File: config.mk
export PLATFORM = sky130hd
export DESIGN_NAME = bus2ser_bridge
export DESIGN_NICKNAME = d
export VERILOG_FILES = /design/src/rtl/bridge_pkg.sv /design/src/rtl/wbuf_fifo.sv /design/src/rtl/rd_track.sv /design/src/rtl/ser_arb.sv /design/src/rtl/bus2ser_bridge.sv
export SDC_FILE = /design/constraint.sdc
export NUM_CORES = 2
export LEC_CHECK = 0
export BUFFER_PORTS_ARGS = -buffer_cell sky130_fd_sc_hd__buf_2
export CORE_MARGIN = 2
export CORE_UTILIZATION = 25
export CTS_CLUSTER_DIAMETER = 80
export CTS_CLUSTER_SIZE = 16
export DETAILED_ROUTE_END_ITERATION = 8
export GPL_TIMING_DRIVEN = 0
export SYNTH_ARGS = -nofsm -noshare
export SYNTH_HDL_FRONTEND = slang
export SYNTH_HIERARCHICAL = 1
export SYNTH_SLANG_ARGS = --single-unit
File: constraint.sdc
create_clock -name clk -period 6.8 [get_ports clk]
set_input_delay 1.02 -clock clk [delete_from_list [all_inputs] [get_ports clk]]
set_output_delay 1.02 -clock clk [all_outputs]
set_load 0.05 [all_outputs]
File: src/rtl/bridge_pkg.sv
// Shared widths, buffer entry layout and serial operation codes for the bridge.
package bridge_pkg;
    localparam int ADDR_W = 32;
    localparam int DATA_W = 32;
    localparam int SIZE_W = 2;

    typedef struct packed {
        logic [ADDR_W-1:0] addr;
        logic [DATA_W-1:0] data;
        logic [SIZE_W-1:0] size;
    } wq_ent_t;

    typedef enum logic {
        OP_RD = 1'b0,
        OP_WR = 1'b1
    } ser_op_e;
endpackage

File: src/rtl/wbuf_fifo.sv
// Posted-write buffer: first-in first-out storage of address, data and size.
// Every occupied entry's word address is compared with a probe word address
// in the same cycle. Assumes push is never raised while full and pop never
// while empty.
module wbuf_fifo
    import bridge_pkg::*;
#(
    parameter int DEPTH = 16
) (
    input  logic                 clk,
    input  logic                 rst_n,
    input  logic                 push,
    input  wq_ent_t              push_ent,
    input  logic                 pop,
    output wq_ent_t              head,
    output logic                 full,
    output logic                 empty,
    input  logic [ADDR_W-3:0]    probe_word,
    output logic                 hit
);
    localparam int PTR_W = $clog2(DEPTH);
    localparam int CNT_W = $clog2(DEPTH + 1);

    wq_ent_t             mem [DEPTH];
    logic [DEPTH-1:0]    occ;
    logic [DEPTH-1:0]    match;
    logic [PTR_W-1:0]    wr_ptr;
    logic [PTR_W-1:0]    rd_ptr;
    logic [CNT_W-1:0]    cnt;

    // Entry storage: written on push, needs no reset.
    always_ff @(posedge clk) begin
        if (push) begin
            mem[wr_ptr] <= push_ent;
        end
    end

    // Pointers, occupancy count and per-entry occupied flags.
    always_ff @(posedge clk) begin
        if (!rst_n) begin
            wr_ptr <= '0;
            rd_ptr <= '0;
            cnt    <= '0;
            occ    <= '0;
        end else begin
            if (push) begin
                occ[wr_ptr] <= 1'b1;
                wr_ptr <= (wr_ptr == PTR_W'(DEPTH - 1)) ? '0 : wr_ptr + 1'b1;
            end
            if (pop) begin
                occ[rd_ptr] <= 1'b0;
                rd_ptr <= (rd_ptr == PTR_W'(DEPTH - 1)) ? '0 : rd_ptr + 1'b1;
            end
            cnt <= cnt + CNT_W'(push) - CNT_W'(pop);
        end
    end

    // One word-address comparator per entry.
    for (genvar i = 0; i < DEPTH; i++) begin : g_cmp
        assign match[i] = occ[i] && (mem[i].addr[ADDR_W-1:2] == probe_word);
    end

    // Status and head outputs.
    always_comb begin
        hit   = |match;
        head  = mem[rd_ptr];
        full  = (cnt == CNT_W'(DEPTH));
        empty = (cnt == '0);
    end
endmodule

File: src/rtl/rd_track.sv
// Read tracker: holds the single outstanding read, reports whether it still
// needs the serial channel, and registers the response strobe and data.
// Assumes acc_rd is raised only while no read is pending.
module rd_track
    import bridge_pkg::*;
(
    input  logic                 clk,
    input  logic                 rst_n,
    input  logic                 acc_rd,
    input  logic [ADDR_W-1:0]    cmd_addr,
    input  logic [SIZE_W-1:0]    cmd_size,
    input  logic                 issue_rd,
    input  logic                 done_rd,
    input  logic [DATA_W-1:0]    done_data,
    output logic                 rd_pend,
    output logic                 rd_want,
    output logic [ADDR_W-1:0]    rd_addr,
    output logic [SIZE_W-1:0]    rd_size,
    output logic                 resp_valid,
    output logic [DATA_W-1:0]    resp_data,
    output logic                 resp_last
);
    logic issued;

    // Outstanding-read state and the registered response.
    always_ff @(posedge clk) begin
        if (!rst_n) begin
            rd_pend    <= 1'b0;
            issued     <= 1'b0;
            rd_addr    <= '0;
            rd_size    <= '0;
            resp_valid <= 1'b0;
            resp_last  <= 1'b0;
            resp_data  <= '0;
        end else begin
            resp_valid <= done_rd;
            resp_last  <= done_rd;
            if (done_rd) begin
                resp_data <= done_data;
                rd_pend   <= 1'b0;
                issued    <= 1'b0;
            end
            if (issue_rd) begin
                issued <= 1'b1;
            end
            if (acc_rd) begin
                rd_pend <= 1'b1;
                issued  <= 1'b0;
                rd_addr <= cmd_addr;
                rd_size <= cmd_size;
            end
        end
    end

    // The read still needs the serial channel.
    assign rd_want = rd_pend && !issued;
endmodule

File: src/rtl/ser_arb.sv
// Serial arbiter: owns the single request channel toward the serial engine.
// A waiting read without a buffer hit wins over the buffer head. A request is
// held unchanged until ser_ack, and the channel stays idle for one cycle
// between requests.
module ser_arb
    import bridge_pkg::*;
(
    input  logic                 clk,
    input  logic                 rst_n,
    input  logic                 rd_want,
    input  logic                 rd_hit,
    input  logic [ADDR_W-1:0]    rd_addr,
    input  logic [SIZE_W-1:0]    rd_size,
    input  logic                 wq_empty,
    input  wq_ent_t              wq_head,
    input  logic                 ser_ack,
    output logic                 ser_valid,
    output logic                 ser_start,
    output logic                 ser_write,
    output logic [ADDR_W-1:0]    ser_addr,
    output logic [DATA_W-1:0]    ser_data_out,
    output logic [SIZE_W-1:0]    ser_size,
    output logic                 issue_rd,
    output logic                 wq_pop,
    output logic                 rd_done
);
    logic    busy;
    ser_op_e cur_op;
    logic    pick_rd;
    logic    pick_wr;

    // Selection while idle, and completion decode while busy.
    always_comb begin
        pick_rd  = !busy && rd_want && !rd_hit;
        pick_wr  = !busy && !pick_rd && !wq_empty;
        issue_rd = pick_rd;
        wq_pop   = busy && ser_ack && (cur_op == OP_WR);
        rd_done  = busy && ser_ack && (cur_op == OP_RD);
    end

    // Request registers: loaded on selection, released on acknowledge.
    always_ff @(posedge clk) begin
        if (!rst_n) begin
            busy         <= 1'b0;
            ser_start    <= 1'b0;
            cur_op       <= OP_RD;
            ser_addr     <= '0;
            ser_data_out <= '0;
            ser_size     <= '0;
        end else begin
            ser_start <= 1'b0;
            if (busy && ser_ack) begin
                busy <= 1'b0;
            end
            if (pick_rd) begin
                busy         <= 1'b1;
                ser_start    <= 1'b1;
                cur_op       <= OP_RD;
                ser_addr     <= rd_addr;
                ser_data_out <= '0;
                ser_size     <= rd_size;
            end else if (pick_wr) begin
                busy         <= 1'b1;
                ser_start    <= 1'b1;
                cur_op       <= OP_WR;
                ser_addr     <= wq_head.addr;
                ser_data_out <= wq_head.data;
                ser_size     <= wq_head.size;
            end
        end
    end

    assign ser_valid = busy;
    assign ser_write = (cur_op == OP_WR);
endmodule

File: src/rtl/bus2ser_bridge.sv
// Top of the bus-to-serial bridge. Decodes command acceptance and ties the
// posted-write buffer, the read tracker and the serial arbiter together.
// Assumes one command per cycle at most and a serial engine that raises
// ser_ack for one cycle per request.
module bus2ser_bridge
    import bridge_pkg::*;
#(
    parameter int BUF_BYTES = 64
) (
    input  logic                 clk,
    input  logic                 rst_n,
    input  logic                 cmd_valid,
    input  logic                 cmd_write,
    input  logic [31:0]          cmd_addr,
    input  logic [31:0]          cmd_wdata,
    input  logic [1:0]           cmd_size,
    output logic                 cmd_accept,
    output logic                 resp_valid,
    output logic [31:0]          resp_data,
    output logic                 resp_last,
    output logic                 ser_valid,
    output logic                 ser_start,
    output logic                 ser_write,
    output logic [31:0]          ser_addr,
    output logic [31:0]          ser_data_out,
    output logic [1:0]           ser_size,
    input  logic                 ser_ack,
    input  logic [31:0]          ser_data_in
);
    localparam int WQ_DEPTH = BUF_BYTES / (DATA_W / 8);

    logic              acc_wr;
    logic              acc_rd;
    logic              wq_full;
    logic              wq_empty;
    logic              wq_pop;
    logic              rd_hit;
    logic              rd_pend;
    logic              rd_want;
    logic              issue_rd;
    logic              rd_done;
    logic [ADDR_W-1:0] rd_addr;
    logic [SIZE_W-1:0] rd_size;
    wq_ent_t           wq_head;
    wq_ent_t           new_ent;

    // Acceptance: no command during an outstanding read, no write when full.
    always_comb begin
        cmd_accept = !rd_pend && (!cmd_write || !wq_full);
        acc_wr     = cmd_valid && cmd_accept && cmd_write;
        acc_rd     = cmd_valid && cmd_accept && !cmd_write;
        new_ent    = '{addr: cmd_addr, data: cmd_wdata, size: cmd_size};
    end

    wbuf_fifo #(.DEPTH(WQ_DEPTH)) u_wq (
        .clk        (clk),
        .rst_n      (rst_n),
        .push       (acc_wr),
        .push_ent   (new_ent),
        .pop        (wq_pop),
        .head       (wq_head),
        .full       (wq_full),
        .empty      (wq_empty),
        .probe_word (rd_addr[ADDR_W-1:2]),
        .hit        (rd_hit)
    );

    rd_track u_rd (
        .clk        (clk),
        .rst_n      (rst_n),
        .acc_rd     (acc_rd),
        .cmd_addr   (cmd_addr),
        .cmd_size   (cmd_size),
        .issue_rd   (issue_rd),
        .done_rd    (rd_done),
        .done_data  (ser_data_in),
        .rd_pend    (rd_pend),
        .rd_want    (rd_want),
        .rd_addr    (rd_addr),
        .rd_size    (rd_size),
        .resp_valid (resp_valid),
        .resp_data  (resp_data),
        .resp_last  (resp_last)
    );

    ser_arb u_arb (
        .clk          (clk),
        .rst_n        (rst_n),
        .rd_want      (rd_want),
        .rd_hit       (rd_hit),
        .rd_addr      (rd_addr),
        .rd_size      (rd_size),
        .wq_empty     (wq_empty),
        .wq_head      (wq_head),
        .ser_ack      (ser_ack),
        .ser_valid    (ser_valid),
        .ser_start    (ser_start),
        .ser_write    (ser_write),
        .ser_addr     (ser_addr),
        .ser_data_out (ser_data_out),
        .ser_size     (ser_size),
        .issue_rd     (issue_rd),
        .wq_pop       (wq_pop),
        .rd_done      (rd_done)
    );
endmodule

==> flow_metrics.tcl <==
set metrics [dict create \
    pre_cts_slack_ps 1910 \
    drt-initial-drc-count 4725 \
    fin_ws_ps 1550 \
    cts.sinks 1227 \
    violations "capacitance limit" \
    ys_ff_latch 1227 \
    p_total_uw 17100 \
    maxCapViolations 1 \
    drive_gt1_frac 0.224 \
    rsz0062_at_grt "no" \
    syn_inst 2893 \
    post-route-drc-count 0 \
    first_pass_iters 6 \
    synth_area_leader_cell "edfxtp_1" \
    start_kind "flop" \
    fin_util 0.288 \
    ys_async_sr_fraction 0 \
    synth-edff-count 1056 \
    start_util 0.251 \
    ios 207 \
    clk_latency_ps 750 \
    maxSlewHeadroom 0.00190 \
    fmax_mhz 190 \
    r2r-end "u_arb/ser_data_out[25]" \
    wl_microns 199000 \
    hold_path_end "u_arb/ser_addr[22]" \
    yosys_most_used_dff "edfxtp_1" \
    clkTransAtPathRegs_ps 80 \
    antenna_found_initial 58 \
    timing.final.crit_share 0.772 \
    clock_skew_ps 34.1 \
    critPathArrivalTime_ps 5910 \
    overflow 0 \
    r2r_cells 11 \
    avgSynthCellArea_sq_um 18.2 \
    cts_resized 0 \
    post_cts_buffers 0 \
    synth_area_sq_mm 0.0525 \
    nets 3325 \
    finalHoldViolCount 0 \
    grt_util_all_layers 0.180 \
    p_per_area_mw_per_mm2 284 \
    vias_per_cell 5.08 \
    r2r_start "u_rd/rd_addr[27]" \
    grt_max_degree 41 \
    cts-root-buf "clkbuf_16" \
    clockBufferDepth 3 \
    hold_class "flop to flop" \
    report.final.slew_viol_count 0 \
    outcome "complete, but fails checks" \
    grt_pass1_wl_microns 263000 \
    core_sq_mm 0.209 \
    numCtsBuffers 87 \
    syn_nets 3011 \
    crit_required_ps 7460 \
    ys_seq_area_frac 0.669 \
    rows 168 \
    wl_per_cell_microns 32.6 \
    yosysUniqueCellTypes 44 \
    ant_nets 0 \
    synth_area_leaders "edfxtp_1 (60%), mux4_2 (11%), dfxtp_1 (6.5%)" \
    worstSetupPathType "flop to flop" \
    min-delay-start "u_arb/ser_addr[22]" \
    dp_hpwl_microns 140000 \
    hold_path_depth 2 \
    gp_congestion 1.03 \
    ir_drop_uv 250 \
    end_kind "flop" \
    port_buffers 205 \
    htreeDepth 3 \
    hold_buffers 0 \
    num_vias 31000 \
    netlist.area_leader.share 0.603 \
    leakagePower_uw 0.0184 \
    reg2reg_slack_ps 1550 \
    grt_pass1_vias 29100 \
    tns_ps 0 \
    worst_pin_slew_ps 1500 \
    synth_warnings 6 \
    period_needed_ps 5250 \
    cp_max_fo 10 \
    dieArea_sq_mm 0.214 \
    fp.dieW_microns 462 \
    setup_viol 0 \
    cts_tree "done" \
    die_y_microns 462 \
    num-fill-cells 20900 \
    syn_to_final_growth_pct 14.7 \
]
==> cells by family (layout without fill, tap and decap cells) <==
family | count (synthesis) | count (layout) | share of synthesized area
DFF | 1227 | 1227 | 0.669
xor gates and xnor gates | 486 | 486 | 0.0810
and+or+nand+nor | 400 | 400 | 0.0431
muxes | 398 | 398 | 0.159
buffers and inverters | 202 | 588 | 0.0253
AOI/OAI and AO/OA | 165 | 165 | 0.0188
adders and majority gates | 15 | 15 | 0.00371
other | 0 | 19 | 0
==> layout make-up <==
type	instances	area, sq um	share of cell area
clock buffers	150	2420	0.0402
inverters	12	45.0	0.000747
flip-flops and latches	1227	35100	0.583
repair buffers	225	1550	0.0257
well taps	2805	3510	0.0582
diodes	19	47.5	0.000789
multi-input cells	1464	16100	0.268
clock inverters	11	161	0.00268
plain buffers	190	1280	0.0213
==> power by group <==
part           total, uW  internal, uW  switching, uW
logic               3340           917           2430
clock network       5160          2460           2700
registers           8610          8430            177
==> synthesized netlist by cell type (all sizes together), types with 2 or more instances <==
cell	count
nand2	79
ha	14
nor4	64
xor2	179
mux4	330
a21boi	3
clkbuf	65
o221a	16
nor2	6
edfxtp	1056
mux2i	68
buf	125
nor2b	72
nor3b	2
inv	12
xnor2	307
and2	25
and3	3
o21ai	71
nand2b	4
a21oi	38
dfxtp	171
nand3	36
nand4	100
or2	2
a31oi	34
==> flip-flops by register name, summed over array words and instances (netlist names), named ones only <==
signal,count
u_rd/issued,1
u_rd/resp_last,1
u_rd/rd_pend,1
u_rd/resp_data,32
u_rd/rd_size,2
u_arb/ser_start,1
u_arb/ser_data_out,32
u_wq/wr_ptr,4
u_arb/ser_addr,32
u_arb/ser_write,1
u_arb/ser_size,2
u_wq/mem,1056
u_wq/cnt,5
u_wq/occ,16
u_arb/ser_valid,1
u_wq/rd_ptr,4
u_rd/rd_addr,32
==> metrics by stage <==
step / area [sq um] / instances / hold WS (ps)
after floorplan: 52500 / 2893 / 477
after global placement: 57100 / 5903 / 464
after detailed placement: 57600 / 5923 / 472
after CTS: 60200 / 6084 / 482
after global routing: 60200 / 6092 / 501
final: 60300 / 6103 / 481
==> worst max-delay path, stage by stage, from the launching register on <==
cell      delay (ps)
dfxtp_1          390
buf_2            280
buf_4            270
xor2_1           680
nor4_1           340
nand4_1          180
nand4_1          150
or4_1            880
nor2b_1          880
clkbuf_1         630
o21ai_0          240
a21oi_1          210
==> cells in the final DEF, fill, tap and decap left out, drive strengths merged, types with 4 or more instances in the layout <==
cell,instances
clkbuf,215
a21oi,38
inv,17
ha,14
nand2,79
dfxtp,171
mux2i,68
nand2b,4
nor4,64
edfxtp,1056
clkinv,6
o221a,16
xnor2,307
diode,19
nor2b,72
xor2,179
nor2,6
buf,350
mux4,330
o21ai,71
and2,25
a31oi,34
nand4,100
nand3,36
==> how the worst max path moves through the flow <==
stage | cells past startpoint | slack (ps) | to | startpoint
after global placement | 6 | -130 | u_wq/occ[15] | cmd_write
final | 11 | 1550 | u_arb/ser_data_out[25] | u_rd/rd_addr[27]
after floorplan | 5 | 2960 | u_wq/occ[0] | cmd_write
after CTS | 11 | 1850 | u_arb/ser_data_out[25] | u_rd/rd_addr[27]
after global routing | 11 | 1560 | u_arb/ser_data_out[10] | u_rd/rd_addr[27]
after detailed placement | 11 | 1910 | u_arb/ser_data_out[25] | u_rd/rd_addr[27]
==> metal layers <==
layer  track usage  wire, microns  share of wire
met1         0.245          80100           0.40
met2         0.275          88300           0.44
met3        0.0507          22300           0.11
met4        0.0580           8000          0.040
met5             0            342         0.0017
Note: power is estimated with default switching activity, not from simulation.
